## config.mk

```make
export PLATFORM = sky130hd
export DESIGN_NAME = fc_word_sync
export DESIGN_NICKNAME = d
export VERILOG_FILES = /design/src/rtl/fc_sync_pkg.sv /design/src/rtl/fc_word_class.sv /design/src/rtl/fc_acq_counter.sv /design/src/rtl/fc_viol_tracker.sv /design/src/rtl/fc_word_sync.sv
export SDC_FILE = /design/constraint.sdc
export NUM_CORES = 1
export LEC_CHECK = 0
export CAP_MARGIN = 20
export CORE_MARGIN = 1
export CORE_UTILIZATION = 35
export CTS_CLUSTER_SIZE = 25
export DETAILED_ROUTE_END_ITERATION = 8
export PLACE_DENSITY = 0.83
export SLEW_MARGIN = 10
export SYNTH_ARGS = -nofsm -noshare
export SYNTH_HDL_FRONTEND = slang
export SYNTH_SLANG_ARGS = --single-unit
```

## constraint.sdc

```tcl
create_clock -name clk -period 1.1 [get_ports clk]
set_input_delay 0.165 -clock clk [delete_from_list [all_inputs] [get_ports clk]]
set_output_delay 0.165 -clock clk [all_outputs]
set_load 0.01 [all_outputs]
```

## src/rtl/fc_sync_pkg.sv

```systemverilog
package fc_sync_pkg;

  localparam int unsigned LANE_BYTES = 4;
  localparam int unsigned WORD_W     = 8 * LANE_BYTES;

  // Idle ordered set: comma character in lane 0 followed by three data chars
  localparam logic [WORD_W-1:0]     IDLE_WORD = {8'hB5, 8'hB5, 8'h95, 8'hBC};
  localparam logic [LANE_BYTES-1:0] IDLE_CTL  = 4'b0001;

  typedef enum logic {
    LNK_HUNT   = 1'b0,
    LNK_LOCKED = 1'b1
  } lnk_state_e;

endpackage

```

## src/rtl/fc_word_class.sv

```systemverilog
module fc_word_class
  import fc_sync_pkg::*;
(
  input  logic [WORD_W-1:0]     word_i,
  input  logic [LANE_BYTES-1:0] ctl_i,
  input  logic [LANE_BYTES-1:0] cv_i,
  input  logic [LANE_BYTES-1:0] mcomma_i,
  output logic                  idle_o,
  output logic                  fault_o
);

  logic [LANE_BYTES-1:0] byte_match;
  logic [LANE_BYTES-1:0] byte_fault;

  for (genvar b = 0; b < LANE_BYTES; b++) begin : g_lane
    always_comb begin
      byte_match[b] = (word_i[8*b +: 8] == IDLE_WORD[8*b +: 8]) &&
                      (ctl_i[b] == IDLE_CTL[b]);
      byte_fault[b] = cv_i[b] | mcomma_i[b];
    end
  end

  always_comb begin
    fault_o = |byte_fault;
    idle_o  = (&byte_match) & ~fault_o;
  end

endmodule

```

## src/rtl/fc_acq_counter.sv

```systemverilog
module fc_acq_counter #(
  parameter int unsigned ACQ_IDLES = 3
) (
  input  logic clk,
  input  logic rst_q,
  input  logic hunt_i,
  input  logic vld_i,
  input  logic idle_i,
  output logic done_o
);

  localparam int unsigned CW = $clog2(ACQ_IDLES + 1);
  localparam logic [CW-1:0] LAST = CW'(ACQ_IDLES - 1);

  logic [CW-1:0] cnt_q, cnt_d;
  logic          cnt_en;

  always_comb begin
    cnt_en = vld_i | ~hunt_i;
    done_o = hunt_i & vld_i & idle_i & (cnt_q == LAST);
    cnt_d  = cnt_q;
    if (!hunt_i)           cnt_d = '0;
    else if (!idle_i)      cnt_d = '0;
    else if (done_o)       cnt_d = '0;
    else                   cnt_d = cnt_q + 1'b1;
  end

  always_ff @(posedge clk or negedge rst_q) begin
    if (!rst_q)      cnt_q <= '0;
    else if (cnt_en) cnt_q <= cnt_d;
  end

  AST_ACQ_RANGE: assert property (@(posedge clk) disable iff (!rst_q)
    cnt_q <= LAST);
  AST_ACQ_RESTART: assert property (@(posedge clk) disable iff (!rst_q)
    (hunt_i && vld_i && !idle_i) |=> (cnt_q == '0));
  AST_ACQ_HOLD: assert property (@(posedge clk) disable iff (!rst_q)
    (hunt_i && !vld_i) |=> $stable(cnt_q));

endmodule

```

## src/rtl/fc_viol_tracker.sv

```systemverilog
module fc_viol_tracker #(
  parameter int unsigned LOSS_VIOLS = 4
) (
  input  logic clk,
  input  logic rst_q,
  input  logic locked_i,
  input  logic vld_i,
  input  logic fault_i,
  output logic lost_o
);

  localparam int unsigned VW = $clog2(LOSS_VIOLS + 1);
  localparam logic [VW-1:0] VLAST = VW'(LOSS_VIOLS - 1);

  logic [VW-1:0] viol_q, viol_d;
  logic          pair_q, pair_d;
  logic          upd_en;

  always_comb begin
    upd_en = vld_i | ~locked_i;
    lost_o = locked_i & vld_i & fault_i & (viol_q == VLAST);
    viol_d = viol_q;
    pair_d = pair_q;
    if (!locked_i) begin
      viol_d = '0;
      pair_d = 1'b0;
    end else if (fault_i) begin
      pair_d = 1'b0;
      viol_d = lost_o ? '0 : viol_q + 1'b1;
    end else if (viol_q != '0) begin
      if (pair_q) begin
        viol_d = viol_q - 1'b1;
        pair_d = 1'b0;
      end else begin
        pair_d = 1'b1;
      end
    end else begin
      pair_d = 1'b0;
    end
  end

  always_ff @(posedge clk or negedge rst_q) begin
    if (!rst_q) begin
      viol_q <= '0;
      pair_q <= 1'b0;
    end else if (upd_en) begin
      viol_q <= viol_d;
      pair_q <= pair_d;
    end
  end

  AST_VIOL_RANGE: assert property (@(posedge clk) disable iff (!rst_q)
    viol_q <= VLAST);
  AST_PAIR_CREDIT: assert property (@(posedge clk) disable iff (!rst_q)
    (locked_i && vld_i && !fault_i && pair_q) |=> (viol_q < $past(viol_q)));
  AST_CLEAR_UNLOCKED: assert property (@(posedge clk) disable iff (!rst_q)
    !locked_i |=> (viol_q == '0 && !pair_q));
  AST_PAIR_NEEDS_VIOL: assert property (@(posedge clk) disable iff (!rst_q)
    pair_q |-> (viol_q != '0));

endmodule

```

## src/rtl/fc_word_sync.sv

```systemverilog
module fc_word_sync
  import fc_sync_pkg::*;
#(
  parameter int unsigned ACQ_IDLES  = 3,
  parameter int unsigned LOSS_VIOLS = 4
) (
  input  logic                  clk,
  input  logic                  rst_n,
  input  logic                  in_vld,
  input  logic [WORD_W-1:0]     in_word,
  input  logic [LANE_BYTES-1:0] in_ctl,
  input  logic [LANE_BYTES-1:0] in_cv,
  input  logic [LANE_BYTES-1:0] in_mcomma,
  output logic                  sync_o,
  output logic                  status_o
);

  // reset: asserted asynchronously, released after two clock edges
  logic rst_m, rst_q;
  always_ff @(posedge clk or negedge rst_n) begin
    if (!rst_n) begin
      rst_m <= 1'b0;
      rst_q <= 1'b0;
    end else begin
      rst_m <= 1'b1;
      rst_q <= rst_m;
    end
  end

  logic       is_idle, is_fault;
  logic       acq_done, lost;
  logic       hunting, locked;
  lnk_state_e state_q, state_d;
  logic       status_q;

  fc_word_class u_class (
    .word_i   (in_word),
    .ctl_i    (in_ctl),
    .cv_i     (in_cv),
    .mcomma_i (in_mcomma),
    .idle_o   (is_idle),
    .fault_o  (is_fault)
  );

  always_comb begin
    hunting = (state_q == LNK_HUNT);
    locked  = (state_q == LNK_LOCKED);
  end

  fc_acq_counter #(.ACQ_IDLES(ACQ_IDLES)) u_acq (
    .clk    (clk),
    .rst_q  (rst_q),
    .hunt_i (hunting),
    .vld_i  (in_vld),
    .idle_i (is_idle),
    .done_o (acq_done)
  );

  fc_viol_tracker #(.LOSS_VIOLS(LOSS_VIOLS)) u_viol (
    .clk      (clk),
    .rst_q    (rst_q),
    .locked_i (locked),
    .vld_i    (in_vld),
    .fault_i  (is_fault),
    .lost_o   (lost)
  );

  always_comb begin
    state_d = state_q;
    unique case (state_q)
      LNK_HUNT:   if (acq_done) state_d = LNK_LOCKED;
      LNK_LOCKED: if (lost)     state_d = LNK_HUNT;
      default:                  state_d = LNK_HUNT;
    endcase
  end

  always_ff @(posedge clk or negedge rst_q) begin
    if (!rst_q) begin
      state_q  <= LNK_HUNT;
      status_q <= 1'b0;
    end else if (in_vld) begin
      state_q  <= state_d;
      status_q <= (state_d == LNK_LOCKED);
    end
  end

  assign sync_o   = (state_q == LNK_LOCKED);
  assign status_o = status_q;

  AST_STATUS_TRACKS: assert property (@(posedge clk) disable iff (!rst_q)
    status_o == sync_o);
  AST_RISE_ON_IDLE: assert property (@(posedge clk) disable iff (!rst_q)
    $rose(sync_o) |-> ($past(in_vld) && $past(is_idle)));
  AST_FALL_ON_FAULT: assert property (@(posedge clk) disable iff (!rst_q)
    $fell(sync_o) |-> ($past(in_vld) && $past(is_fault)));
  AST_NO_STROBE_HOLD: assert property (@(posedge clk) disable iff (!rst_q)
    !in_vld |=> $stable(sync_o));

endmodule

```

# Yosys cells after proc, flatten, opt, wreduce, memory -nomap -nowiden
# Index checks and enable logic that the tools add are counted.
[classes] addsub=3 reduce_logical=8 bitwise=18 n_eq_ne=8 n_mux=15
[op_table] operator="$eq 8x8->1 const B" count=4
[op_table] operator="$mux 3" count=5
[op_table] operator="$and 1x1->1" count=7
[op_table] operator="$mux 1" count=6
[op_table] operator="$mux 2" count=3
[op_table] operator="$ne 3x1->1 const B" count=2
[op_table] operator="$or 1x1->1" count=6
[op_table] operator="$not 1->1" count=5
[op_table] operator="$logic_and 1x1->1" count=4
[op_table] operator="$reduce_and 4->1" count=1
[op_table] operator="$reduce_or 4->1" count=1
[op_table] operator="$add 3x1->3 const B" count=1
[op_table] operator="$eq 3x2->1 const B" count=1
[op_table] operator="$reduce_and 3->1" count=1
[op_table] operator="$reduce_bool 3->1" count=1
[op_table] operator="$sub 3x1->3 const B" count=1
[op_table] operator="$add 2x1->2 const B" count=1
[op_table] operator="$eq 2x2->1 const B" count=1
[op_table] operator="$pmux 1 s2" count=1
[word_totals] output_inout_bits=2 register_bits=9 input_bits=47 elab_cells=58

# Longest topological paths before layout
# Gate-level depths: netlist of the first run.
[logic_depth] word_depth=9 ltp_mapped=6 mapped_depth_nobuf=6

# Modules after synthesis
# Synthesis of the first run repeated with hierarchy kept, for this count alone.
[hier_totals] hier_cells=65 area_unflattened_um2=656.9
[modules_own_cells] module="fc_viol_tracker" seq_area_each_um2=100.1 area_each_um2=304.0 instances=1 cells_each=29
[modules_own_cells] module="fc_word_class" seq_area_each_um2=0.0 area_each_um2=137.6 instances=1 cells_each=17
[modules_own_cells] module="fc_acq_counter" seq_area_each_um2=50.0 area_each_um2=113.9 instances=1 cells_each=11
[modules_own_cells] module="fc_word_sync" seq_area_each_um2=75.1 area_each_um2=101.3 instances=1 cells_each=8

# Least setup slack after synthesis of the first run
# OpenSTA, ideal clock, no wires.
[synth_path] path_type="in2reg" from="in in_mcomma[3]" to="reg status_q, in the netlist status_o" stages=4 path_buffers=0 arrival_ps=1784 path_slack_ps=-788 path_cell_list="or4_1 -> or3_1 -> or4_4 -> o41ai_2"
[synth_between] elab_chain_len=8 word_cells_on_any_way=11 classes_between="3 x mux; 7 x bitwise; 1 x reduce/logical"
[synth_lines] item="from (decl)" line="fc_word_sync.sv:13" source="input logic [LANE_BYTES-1:0] in_mcomma,"
[synth_lines] item="$or 1x1->1 *" line="fc_word_class.sv:19" source="byte_fault[b] = cv_i[b] | mcomma_i[b];"
[synth_lines] item="$reduce_or 4->1 *" line="fc_word_class.sv:24" source="fault_o = |byte_fault;"
[synth_lines] item="$not 1->1" line="fc_word_class.sv:25" source="idle_o = (&byte_match) & ~fault_o;"
[synth_lines] item="$and 1x1->1" line="fc_word_class.sv:25"
[synth_lines] item="$and 1x1->1 (2 in a row)" line="fc_acq_counter.sv:20" source="done_o = hunt_i & vld_i & idle_i & (cnt_q == LAST);"
[synth_lines] item="$mux 1" line="fc_word_sync.sv:71" source="LNK_HUNT: if (acq_done) state_d = LNK_LOCKED;"
[synth_lines] item="$pmux 1 s2 *" line="fc_word_sync.sv:70" source="unique case (state_q)"
[synth_lines] item="to (signal assigned)" line="fc_word_sync.sv:83" source="status_q <= (state_d == LNK_LOCKED);"
[synth_lines] item="to (decl)" line="fc_word_sync.sv:34" source="logic status_q;"
# Mark *: on every way between the ends. The rest lies on a longest branch, timed or not.
# A chain may end at the register's enable or synchronous reset.

# Worst setup path in the final report of the first run
[layout_path] from="in in_word[19]" to="reg u_acq.cnt_q[0]"
[layout_between] elab_chain_len=9
[layout_lines] item="from (decl)" line="fc_word_sync.sv:10" source="input logic [WORD_W-1:0] in_word,"
[layout_lines] item="$eq 8x8->1 *" line="fc_word_class.sv:17" source="byte_match[b] = (word_i[8*b +: 8] == IDLE_WORD[8*b +: 8]) &&"
[layout_lines] item="$logic_and 1x1->1 *" line="fc_word_class.sv:17"
[layout_lines] item="$reduce_and 4->1 *" line="fc_word_class.sv:25"
[layout_lines] item="$and 1x1->1 *" line="fc_word_class.sv:25"
[layout_lines] item="$and 1x1->1 (2 in a row)" line="fc_acq_counter.sv:20"
[layout_lines] item="$mux 2" line="fc_acq_counter.sv:24" source="else if (done_o) cnt_d = '0;"
[layout_lines] item="$mux 2 *" line="fc_acq_counter.sv:23" source="else if (!idle_i) cnt_d = '0;"
[layout_lines] item="$mux 2 *" line="fc_acq_counter.sv:22" source="if (!hunt_i) cnt_d = '0;"
[layout_lines] item="to (signal assigned)" line="fc_acq_counter.sv:30" source="else if (cnt_en) cnt_q <= cnt_d;"
[layout_lines] item="to (decl)" line="fc_acq_counter.sv:15" source="logic [CW-1:0] cnt_q, cnt_d;"
# Marked as above.

==> results.md, run 1 <==
- Power share of the clock group: 0.326
- WL/cell: 17.2 µm
- Crit path time final: 1.90 ns
- ANT cells: 0
- CTS tree: built
- Layout cells sized above 1: 0.409
- Clk Latency, worst-skew pair: 0.27 ns
- PwrDens: 581 nW/µm²
- CP peak stage delay: 0.58 ns
- RR Endpoint: u_acq.cnt_q[0]
- Final WS setup: -0.799 ns
- Placed insts: 151
- Initial Util: 0.371
- Seq pwr share: 0.411
- CP max stage cell: or4_4
- Die Area: 2010 µm²
- Fin. Hold Viols: 0
- Final Net Count: 183
- Die X: 44.8 µm
- Port Buf Inserts: 48
- Leak Pwr: 0.601 nW
- Worst Setup Path Type: in -> reg
- CTS Hold Bufs: 0
- Most common cell in the netlist: dfrtp_1
- DP Wirelength: 1.85 mm
- Non-filler cells, final: 157
- Clock slew at reported path FFs: 0.06 ns
- Layout filler cell count: 108
- Hold crit path type: in -> async
- Slew @ Worst Pin: 0.499 ns
- GRT overflow: 0
- Sw Pwr: 188 µW
- Gr busiest metal: met2
- Pre-CTS WS: -1.22 ns
- Initial antenna violation count: 0
- Ys Warns: 0
- Yosys top cell by area: dfrtp_1
- RSZ-0062 raised after global routing: yes
- Slew Viols, Final: 0
- Routability Congestion: 0.796
- FF+latch count, synth: 9
- Clock buffer depth: 2
- Wire length of the first global-routing pass: 3.71 mm
- Worst Path Required: 1.27 ns
- Die Span Y: 44.8 µm
- Run status: finished, violations left
- Switching Fraction: 0.227
- Worst flop-to-flop path startpoint: status_o
- FFs w/ async S/R, synth: 1.00
- Largest net degree at the start of global routing: 11
- DR pass1 iterations: 4
- Vias in the first global route: 837
- Mapped Nets: 118
- Met1 usage in global routing: 0.285
- Worst vdd rail ir drop: 0.634 mV
- Clock Sink Count: 9
- Final setup vio count: 9
- DRC errors left: 0
- Ys flop type: dfrtp_1
- Max-slew headroom: 0.663
- Layout area overhead: 122%
- Synth top area share: 0.352
- H-tree Lvls: 1
- Root Driver: clkbuf_4
- CTS Buf Count: 3
- GR Util met3: 0.0600
- Max-Cap Viols: 0
- ANT nets after route: 0
- Max FO, Critical Path: 3
- Count of different cell masters after synthesis: 34
- Int Power: 640 µW
- Met2 usage: 0.506
- Final period util: 1.73
- Critical path startpoint category: input pin
- Total track usage: 0.265
- Seq/Total Area, Yosys: 0.352
- Reg2reg setup slack: -0.52 ns
- Routed vias/inst: 5.05
- Average cell area after synthesis: 9.42 µm²
- Mapped Cells: 68
- Synth Cell Area: 641 µm²
- CP endpoint kind: flip-flop
- DR vias: 793
- Clk_skew: 0.00420 ns
- Post-synth top cells: dfrtp_1, nand2_1, inv_1
- F_max: 527 MHz
- Core Box Area: 1730 µm²
- Standard-cell row count: 15
- CP Cell Sequence: clkdlybuf4s50_1 -> nor4b_1 -> nand4_1 -> or4_4 -> o31ai_2
- 1st-iter DRT viols: 11
- R2R depth: 4
- Failing checks: negative setup slack
- CP arrival: 2.07 ns
- Routed WL: 2.70 mm
- Comb power frac: 0.263
- Number of flops mapped to enable cells by yosys: 0
- I/O pin count: 49
- Top post-synthesis cells by area: dfrtp_1, ha_1, nor4bb_1
area by class of cell:
cell class	count	area [µm²]	share of cell area
inverters	5	18.8	0.0132
flip-flops and latches	9	225	0.158
clock buffers	4	26.3	0.0184
well taps	25	31.3	0.0219
repair buffers	62	589	0.414
multi-input cells	52	534	0.375
per-stage QoR:
step	hold slack, ns	instance area (µm²)	util	setup TNS [ns]	total power [mW]
floorplan	-0.131	646	-	-3.55	0.367
global placement	0.117	1230	0.715	-6.75	0.536
detailed placement	0.127	1230	0.715	-7.17	0.542
CTS	0.0576	1350	0.781	-3.50	0.806
global route	0.0587	1430	0.825	-3.89	0.866
finish	0.0625	1430	0.825	-3.74	0.829
critical path, delay by kind of cell:
kind                   cells  cell delay [ns]
AND/OR/NAND/NOR            3             1.25
AO/OA/AOI/OAI              1             0.21
buffers and inverters      1             0.44
state kept, by name, indices dropped and copies added (netlist names):
signal	flops
status_o	1
u_acq.cnt_q	2
u_viol.viol_q	3
rst_m	1
u_viol.pair_q	1
rst_q	1
kinds of logic after synthesis:
| kind of cell | share of synthesized area |
|---|---|
| simple gates | 0.361 |
| fa+ha+maj | 0.0586 |
| compound gates | 0.143 |
| buf+inv | 0.0469 |
| other cells | 0.00585 |
| flops | 0.352 |
| mux | 0.0332 |
routing by layer:
layer  vias up  part of all wire
li1        378                 -
met1       373              0.34
met2        32              0.57
met3        10             0.041
met4         0             0.044
met5         -                 0
worst max path at each step:
stage | from | endpoint | cells after the start
after floorplan | in_mcomma[1] | status_o | 4
after detailed placement | in_mcomma[1] | u_acq.cnt_q[0] | 5
after global routing | in_word[19] | status_o | 5
final | in_word[19] | u_acq.cnt_q[0] | 5
after CTS | in_cv[0] | status_o | 5
after global placement | in_mcomma[1] | status_o | 5
placed cells by master, fill, tap and decap left out, types with 2 or more instances in the layout:
| cell type | netlist | routed |
|---|---|---|
| nand2b_4 | 0 | 2 |
| nor4bb_4 | 0 | 3 |
| clkbuf_4 | 0 | 3 |
| ha_4 | 0 | 2 |
| buf_6 | 0 | 7 |
| buf_4 | 1 | 10 |
| dfrtp_1 | 9 | 9 |
| clkdlybuf4s50_1 | 0 | 38 |
| nor2_1 | 3 | 3 |
| nand2_1 | 8 | 8 |
| and4bb_2 | 2 | 2 |
| or4_4 | 1 | 3 |
| nand4_1 | 2 | 2 |
| clkdlybuf4s15_1 | 0 | 2 |
| buf_2 | 0 | 4 |
| a21boi_2 | 0 | 2 |
| inv_1 | 5 | 3 |
| inv_2 | 0 | 2 |
| nor2b_4 | 0 | 2 |
repair_timing:
action	4_1_cts	5_1_grt
cloned	0	0
endpoints found under the setup margin	9	9
pin swaps	9	10
setup buffers	2	1
gates resized for setup	52	17
power by group through the flow:
| stage | logic, mW | clock network (mW) | registers [mW] |
|---|---|---|---|
| 2_1_floorplan | 0.0218 | 0 | 0.345 |
| 3_3_place_gp | 0.189 | 0 | 0.346 |
| 3_5_place_dp | 0.195 | 0 | 0.347 |
| 4_1_cts | 0.190 | 0.275 | 0.341 |
| 5_1_grt | 0.227 | 0.297 | 0.341 |
| 6_report | 0.218 | 0.270 | 0.341 |
(Power assumes the default switching activity.)
==> run 2: changes to the inputs <==
--- a/config.mk
+++ b/config.mk
@@ -6,11 +6,11 @@
 export NUM_CORES = 1
 export LEC_CHECK = 0
 export CAP_MARGIN = 20
-export CORE_MARGIN = 1
-export CORE_UTILIZATION = 35
+export CORE_MARGIN = 3
+export CORE_UTILIZATION = 29
 export CTS_CLUSTER_SIZE = 25
 export DETAILED_ROUTE_END_ITERATION = 8
-export PLACE_DENSITY = 0.83
+export PLACE_DENSITY = 0.74
 export SLEW_MARGIN = 10
 export SYNTH_ARGS = -nofsm -noshare
 export SYNTH_HDL_FRONTEND = slang
==> constraint.sdc (replaced) <==
create_clock -name clk -period 1.6 [get_ports clk]
set_input_delay 0.24 -clock clk [delete_from_list [all_inputs] [get_ports clk]]
set_output_delay 0.24 -clock clk [all_outputs]
set_load 0.01 [all_outputs]
==> results.md, run 2 (synthesis results as in run 1) <==
- Reg2reg setup slack: -0.06 ns (+0.46 ns)
- DRC errors left: 0 (unchanged)
- Core Box Area: 2020 µm² (+17%)
- DP Wirelength: 1.68 mm (-8.8%)
- CP endpoint kind: flip-flop
- Port Buf Inserts: 48 (unchanged)
- I/O pin count: 49 (unchanged)
- Layout cells sized above 1: 0.280 (-0.129)
- Clk Latency, worst-skew pair: 0.26 ns (about the same)
- Largest regs: u_viol.viol_q (3), u_acq.cnt_q (2)
- Die Area: 2810 µm² (+40%)
- Max reg flops: 3 (unchanged)
- F_max: 580 MHz
- Critical path startpoint category: input pin
- Routability Congestion: 0.735 (-7.6%)
- Placed cell areas: 1180 µm² (-4.1%)
- Vias in the first global route: 698 (-17%)
- Clk_skew: 0.00764 ns (+0.00344 ns)
- Worst flop-to-flop path startpoint: status_o
- CTS Hold Bufs: 0 (unchanged)
- Run status: finished, violations left
- Worst vdd rail ir drop: 0.390 mV (-38%)
- Clock buffer depth: 2 (unchanged)
- CTS tree: built
- Layout filler cell count: 165 (+53%)
- DR pass1 iterations: 4 (unchanged)
- Largest net degree at the start of global routing: 11 (unchanged)
- Max-Cap Viols: 0 (unchanged)
- Final Net Count: 176 (-3.8%)
- Routed vias/inst: 4.81 (-4.8%)
- CP peak stage delay: 0.52 ns (-0.06 ns)
- 1st-iter DRT viols: 9 (-2)
- Hold crit path type: reg -> async
- Final WS setup: -0.125 ns (+0.674 ns)
- WL/cell: 13.2 µm (-23%)
- Total power: 544 µW (-34%)
- Slew Viols, Final: 0 (unchanged)
- Initial antenna violation count: 0 (unchanged)
- Pre-CTS WS: -0.751 ns (+0.465 ns)
- ANT cells: 0 (unchanged)
- Die Span Y: 53 µm (+18%)
- GRT overflow: 0 (unchanged)
- Wire length of the first global-routing pass: 2.90 mm (-22%)
- Total track usage: 0.140 (-0.125)
- ANT nets after route: 0 (unchanged)
- Failing checks: negative setup slack
- Max FO, Critical Path: 3 (unchanged)
- Root Driver: clkbuf_4
- Final instance area: 1280 µm² (-9.8%)
- Most used cell, CP: or4_4
- Clock Sink Count: 9 (unchanged)
- RR Endpoint: status_o
- CP arrival: 1.89 ns (-0.18 ns)
- Leak Pwr: 0.571 nW (-5.1%)
- Worst Setup Path Type: in -> reg
- CP Cell Sequence: buf_6 -> or4_4 -> or3_4 -> or4_4 -> o41ai_2
- Commonest non-fill, non-tap cells in the layout: clkdlybuf4s50_1, dfrtp_1, nand2_1
- Clock slew at reported path FFs: 0.06 ns (about the same)
- PwrDens: 423 nW/µm² (-27%)
- Crit path time final: 1.73 ns
- Routed WL: 2.00 mm (-26%)
- Worst Path Required: 1.76 ns (+0.49 ns)
- Initial Util: 0.317 (-0.0542)
- Standard-cell row count: 16 (+1)
- R2R depth: 4 (unchanged)
- Commonest non-fill, non-tap cell in the layout: clkdlybuf4s50_1
- CP max stage cell: or4_4
- Fin. Hold Viols: 0 (unchanged)
- RSZ-0062 raised after global routing: yes
- Top reg by flops: u_viol.viol_q
- CP Launch Point: in_cv[2]
- Final period util: 1.08
- CTS Buf Count: 3 (unchanged)
- Final setup vio count: 4 (-5)
- H-tree Lvls: 1 (unchanged)
- Final Util: 0.636 (-0.190)
- Die X: 53 µm (+18%)
- Setup Total Neg Slack: -0.328 ns (+3.41 ns)
- DR vias: 731 (-7.8%)
- Layout area overhead: 101%
-- run 2: cell count changes in the layout (fill, tap and decap cells not counted), sizes merged --
cell and change:
buf -10, dlymetal6s2s +5, clkdlybuf4s50 -3, clkbuf +1
-- run 2: worst max path at each step --
| stage | cells after the start | to | slack, ns |
|---|---|---|---|
| 6_report | 5 | status_o | -0.13 |
| 5_1_grt | 5 | status_o | -0.14 |
| 4_1_cts | 5 | status_o | -0.34 |
| 3_5_place_dp | 5 | u_acq.cnt_q[1] | -0.75 |
| 3_3_place_gp | 5 | status_o | -0.67 |
| 2_1_floorplan | 4 | status_o | -0.23 |
-- run 2: through the flow --
stage | hold slack (ns) | cells
floorplan | -0.0556 | 68
global placement | 0.120 | 146
detailed placement | 0.120 | 146
CTS | 0.124 | 150
global route | 0.136 | 152
finish | 0.109 | 152
-- run 2: critical path: cells and delay by family --
kind	cells	cell delay [ns]
AO/OA/AOI/OAI	1	0.21
buffers and inverters	1	0.09
AND/OR/NAND/NOR	3	1.35
-- run 2: layout make-up --
cell class / count / area [µm²] / area share
Clock buffer: 4 / 26.3 / 0.0204
Inverter: 5 / 18.8 / 0.0146
Multi-Input combinational cell: 52 / 453 / 0.352
Sequential cell: 9 / 225 / 0.175
Tap cell: 27 / 33.8 / 0.0263
Timing Repair Buffer: 55 / 528 / 0.411
-- run 2: layer usage --
layer | share of wire | vias up | global-route usage | wire length [µm]
met2 | 0.57 | 18 | 0.254 | 1140
met1 | 0.38 | 348 | 0.166 | 753
li1 | - | 365 | - | -
met5 | 0 | - | 0 | 0
met4 | 0 | 0 | 0.0128 | 0
met3 | 0.054 | 0 | 0.0423 | 108
-- run 2: power by group --
| part | switching (mW) | leakage [nW] | internal (mW) | total [mW] |
|---|---|---|---|---|
| sequential | 0.00379 | 0.121 | 0.230 | 0.234 |
| clock | 0.0790 | 0.0150 | 0.0960 | 0.175 |
| combinational | 0.0267 | 0.435 | 0.108 | 0.135 |
-- run 2: timing repair --
item                                    4_1_cts  5_1_grt
gates cloned                                  0        0
endpoints found under the setup margin        6        7
resized for setup                            23       17
buffers inserted                              0        2
pin swaps                                     5        7
==> run 3: changes to the inputs <==
--- a/config.mk
+++ b/config.mk
@@ -5,12 +5,15 @@
 export SDC_FILE = /design/constraint.sdc
 export NUM_CORES = 1
 export LEC_CHECK = 0
+export ABC_AREA = 1
 export CAP_MARGIN = 20
 export CORE_MARGIN = 3
-export CORE_UTILIZATION = 29
+export CORE_UTILIZATION = 31
 export CTS_CLUSTER_SIZE = 25
 export DETAILED_ROUTE_END_ITERATION = 8
-export PLACE_DENSITY = 0.74
+export HOLD_SLACK_MARGIN = 0.1
+export PLACE_DENSITY = 0.76
+export RECOVER_POWER = 25
 export SLEW_MARGIN = 10
 export SYNTH_ARGS = -nofsm -noshare
 export SYNTH_HDL_FRONTEND = slang
==> results.md, run 3 <==
- Critical path startpoint category: flip-flop
- Layout cells sized above 1: 0.0621 (-0.218)
- Crit path time final: 1.48 ns (-0.249 ns)
- Non-filler cells, final: 188 (+24%)
- Core Box Area: 2040 µm² (+0.99%)
- DP Wirelength: 1.78 mm (+5.8%)
- Commonest non-fill, non-tap cell in the layout: clkdlybuf4s50_1
- Comb power frac: 0.486 (+0.238)
- Clk Latency, worst-skew pair: 0.25 ns (about the same)
- Layout area overhead: 77.1%
- Final setup vio count: 0 (-4)
- Register Area: 226 µm² (+0.56%)
- Synth top area share: 0.325 (-0.0267)
- Final Net Count: 212 (+20%)
- Most common cell in the netlist: nand2_1
- Worst Path Buf+Inv: 1 (unchanged)
- CP max stage cell: clkdlybuf4s50_1
- Worst vdd rail ir drop: 0.738 mV (+89%)
- Port Buf Inserts: 48 (unchanged)
- GRT overflow: 0 (unchanged)
- Max reg flops: 3 (unchanged)
- FFs w/ async S/R, synth: 1.00 (unchanged)
- Routed WL: 1.97 mm (-1.5%)
- Placed cell areas: 1200 µm² (+1.3%)
- Routed vias/inst: 4.20 (-13%)
- CP peak stage delay: 0.56 ns (+0.04 ns)
- Die Area: 2840 µm² (+1.1%)
- Switching Fraction: 0.357 (+0.156)
- Leak Pwr: 0.559 nW (-2.1%)
- WP depth: 1 (-4)
- Commonest non-fill, non-tap cells in the layout: clkdlybuf4s50_1, nand2_1, nor2_1
- Seq/Total Area, Yosys: 0.325 (-0.0267)
- Routability Congestion: 0.730 (-0.69%)
- Total track usage: 0.141 (+0.00153)
- CP arrival: 1.24 ns (-0.65 ns)
- RR Endpoint: u_viol.viol_q[0]
- Die Span Y: 53.3 µm (+0.54%)
- Top reg by flops: u_viol.viol_q
- Mapped Cells: 110 (+62%)
- ANT nets after route: 0 (unchanged)
- Largest regs: u_viol.viol_q (3), u_acq.cnt_q (2)
- Seq pwr share: 0.349 (-0.081)
- Initial Util: 0.339 (+0.0226)
- Final Util: 0.601 (-0.0344)
- ANT cells: 0 (unchanged)
- Synth Cell Area: 693 µm² (+8.2%)
- Setup Total Neg Slack: 0 ns (+0.328 ns)
- Die X: 53.3 µm (+0.54%)
- Final instance area: 1230 µm² (-4.5%)
- Hold crit path type: reg -> async
- Worst Path Required: 1.36 ns (-0.40 ns)
- Count of different cell masters after synthesis: 20 (-41%)
- Area occupied by multi-input gates: 389 µm² (-14%)
- Vias in the first global route: 691 (-1.0%)
- I/O pin count: 49 (unchanged)
- 1st-iter DRT viols: 9 (unchanged)
- FF+latch count, synth: 9 (unchanged)
- Top post-synthesis cells by area: dfrtp_1, nand2_1, nor2_1
- Placed insts: 184 (+26%)
- DR pass1 iterations: 4 (unchanged)
- Run status: completed
- Initial antenna violation count: 0 (unchanged)
- F_max: 677 MHz (+17%)
- Number of flops mapped to enable cells by yosys: 0 (unchanged)
- Clock slew at reported path FFs: 0.06 ns (about the same)
- Ys Warns: 0 (unchanged)
- Worst Setup Path Type: reg -> out
- Ys flop type: dfrtp_1
- Int Power: 635 µW (+46%)
- WL/cell: 10.5 µm (-20%)
- Crit path to: sync_o
- Post-synth top cells: nand2_1, nor2_1, inv_1
- Root Driver: clkbuf_4
- Slew Viols, Final: 0 (unchanged)
- Power share of the clock group: 0.165 (-0.157)
- Wire length of the first global-routing pass: 2.94 mm (+1.2%)
- CP Launch Point: status_o
- DR vias: 789 (+7.9%)
- Largest net degree at the start of global routing: 9 (-2)
- Max-Cap Viols: 0 (unchanged)
- Layout filler cell count: 207 (+25%)
- Standard-cell row count: 16 (unchanged)
- Mapped Nets: 160 (+36%)
- Sw Pwr: 353 µW (+220%)
- R2R depth: 6 (+2)
- Clock buffer depth: 2 (unchanged)
- CP Cell Sequence: clkdlybuf4s50_1
- Average cell area after synthesis: 6.30 µm² (-33%)
- CP top delay family: buffers and inverters
- Max FO, Critical Path: 8 (+5)
- Worst flop-to-flop path startpoint: u_viol.viol_q[0]
- CTS Buf Count: 3 (unchanged)
- PwrDens: 805 nW/µm² (+90%)
- Reg2reg setup slack: 0.29 ns (+0.35 ns)
- Yosys top cell by area: dfrtp_1
- H-tree Lvls: 1 (unchanged)
- Clk_skew: 0.00571 ns (-0.00192 ns)
- DRC errors left: 0 (unchanged)
- Fin. Hold Viols: 0 (unchanged)
- Clock Sink Count: 9 (unchanged)
- RSZ-0062 raised after global routing: no
- CP endpoint kind: output pin
- CTS tree: built
- Final period util: 0.923 (-0.156)
[run 3: changes by cell type after synthesis, sizes merged, moves of 3 or more]
cell    delta
inv       +14
nand2     +22
nor2      +24
nor4bb     -3
o21ai      +8
or4        -3
[run 3: how the worst min path moves through the flow]
stage	end	slack, ns	cells after the start
3_3_place_gp	u_acq.cnt_q[1]	0.11	0
3_5_place_dp	u_viol.viol_q[0]	0.11	0
5_1_grt	u_viol.viol_q[1]	0.13	0
6_report	u_viol.viol_q[1]	0.1	0
4_1_cts	u_viol.viol_q[1]	0.11	0
2_1_floorplan	rst_m	-0.06	0
[run 3: power by group through the flow]
stage / clock network (mW) / registers, mW / logic, mW
2_1_floorplan: 0 / 0.336 / 0.275
3_3_place_gp: 0 / 0.342 / 0.471
3_5_place_dp: 0 / 0.347 / 0.479
4_1_cts: 0.172 / 0.342 / 0.485
5_1_grt: 0.185 / 0.357 / 0.537
6_report: 0.163 / 0.345 / 0.480
[run 3: final cells by class]
class	count	share of cell area
timing repair buffer	48	0.391
multi-input combinational	81	0.317
sequential	9	0.185
inverter	19	0.0581
tap	27	0.0275
clock buffer	4	0.0214
[run 3: cells by family after synthesis]
kind of cell               synth area share
xor gates and xnor gates             0.0126
AOI/OAI and AO/OA                     0.123
buffers and inverters                 0.114
other                               0.00541
and+or+nand+nor                       0.366
DFF                                   0.325
adders and majority gates            0.0542
[run 3: what timing repair did]
action / in CTS / in global routing
setup buffers: 0 / 0
hold buffers: 0 / 0
endpoints found under the setup margin: 0 / 2
gates resized for setup: 0 / 1
[run 3: stage by stage]
stage,setup slack [ns],power [mW],hold WS (ns)
global route,0.0599,1.08,0.131
floorplan,0.419,0.611,-0.0556
CTS,0.0476,0.998,0.112
global placement,0.0776,0.813,0.106
finish,0.124,0.988,0.0968
detailed placement,0.0539,0.826,0.110
[run 3: per-layer routing]
layer / track usage / up-vias / share of wire
li1: - / 435 / -
met1: 0.170 / 331 / 0.42
met2: 0.255 / 23 / 0.49
met3: 0.0394 / 0 / 0.082
met4: 0.0128 / 0 / 0
met5: 0 / - / 0
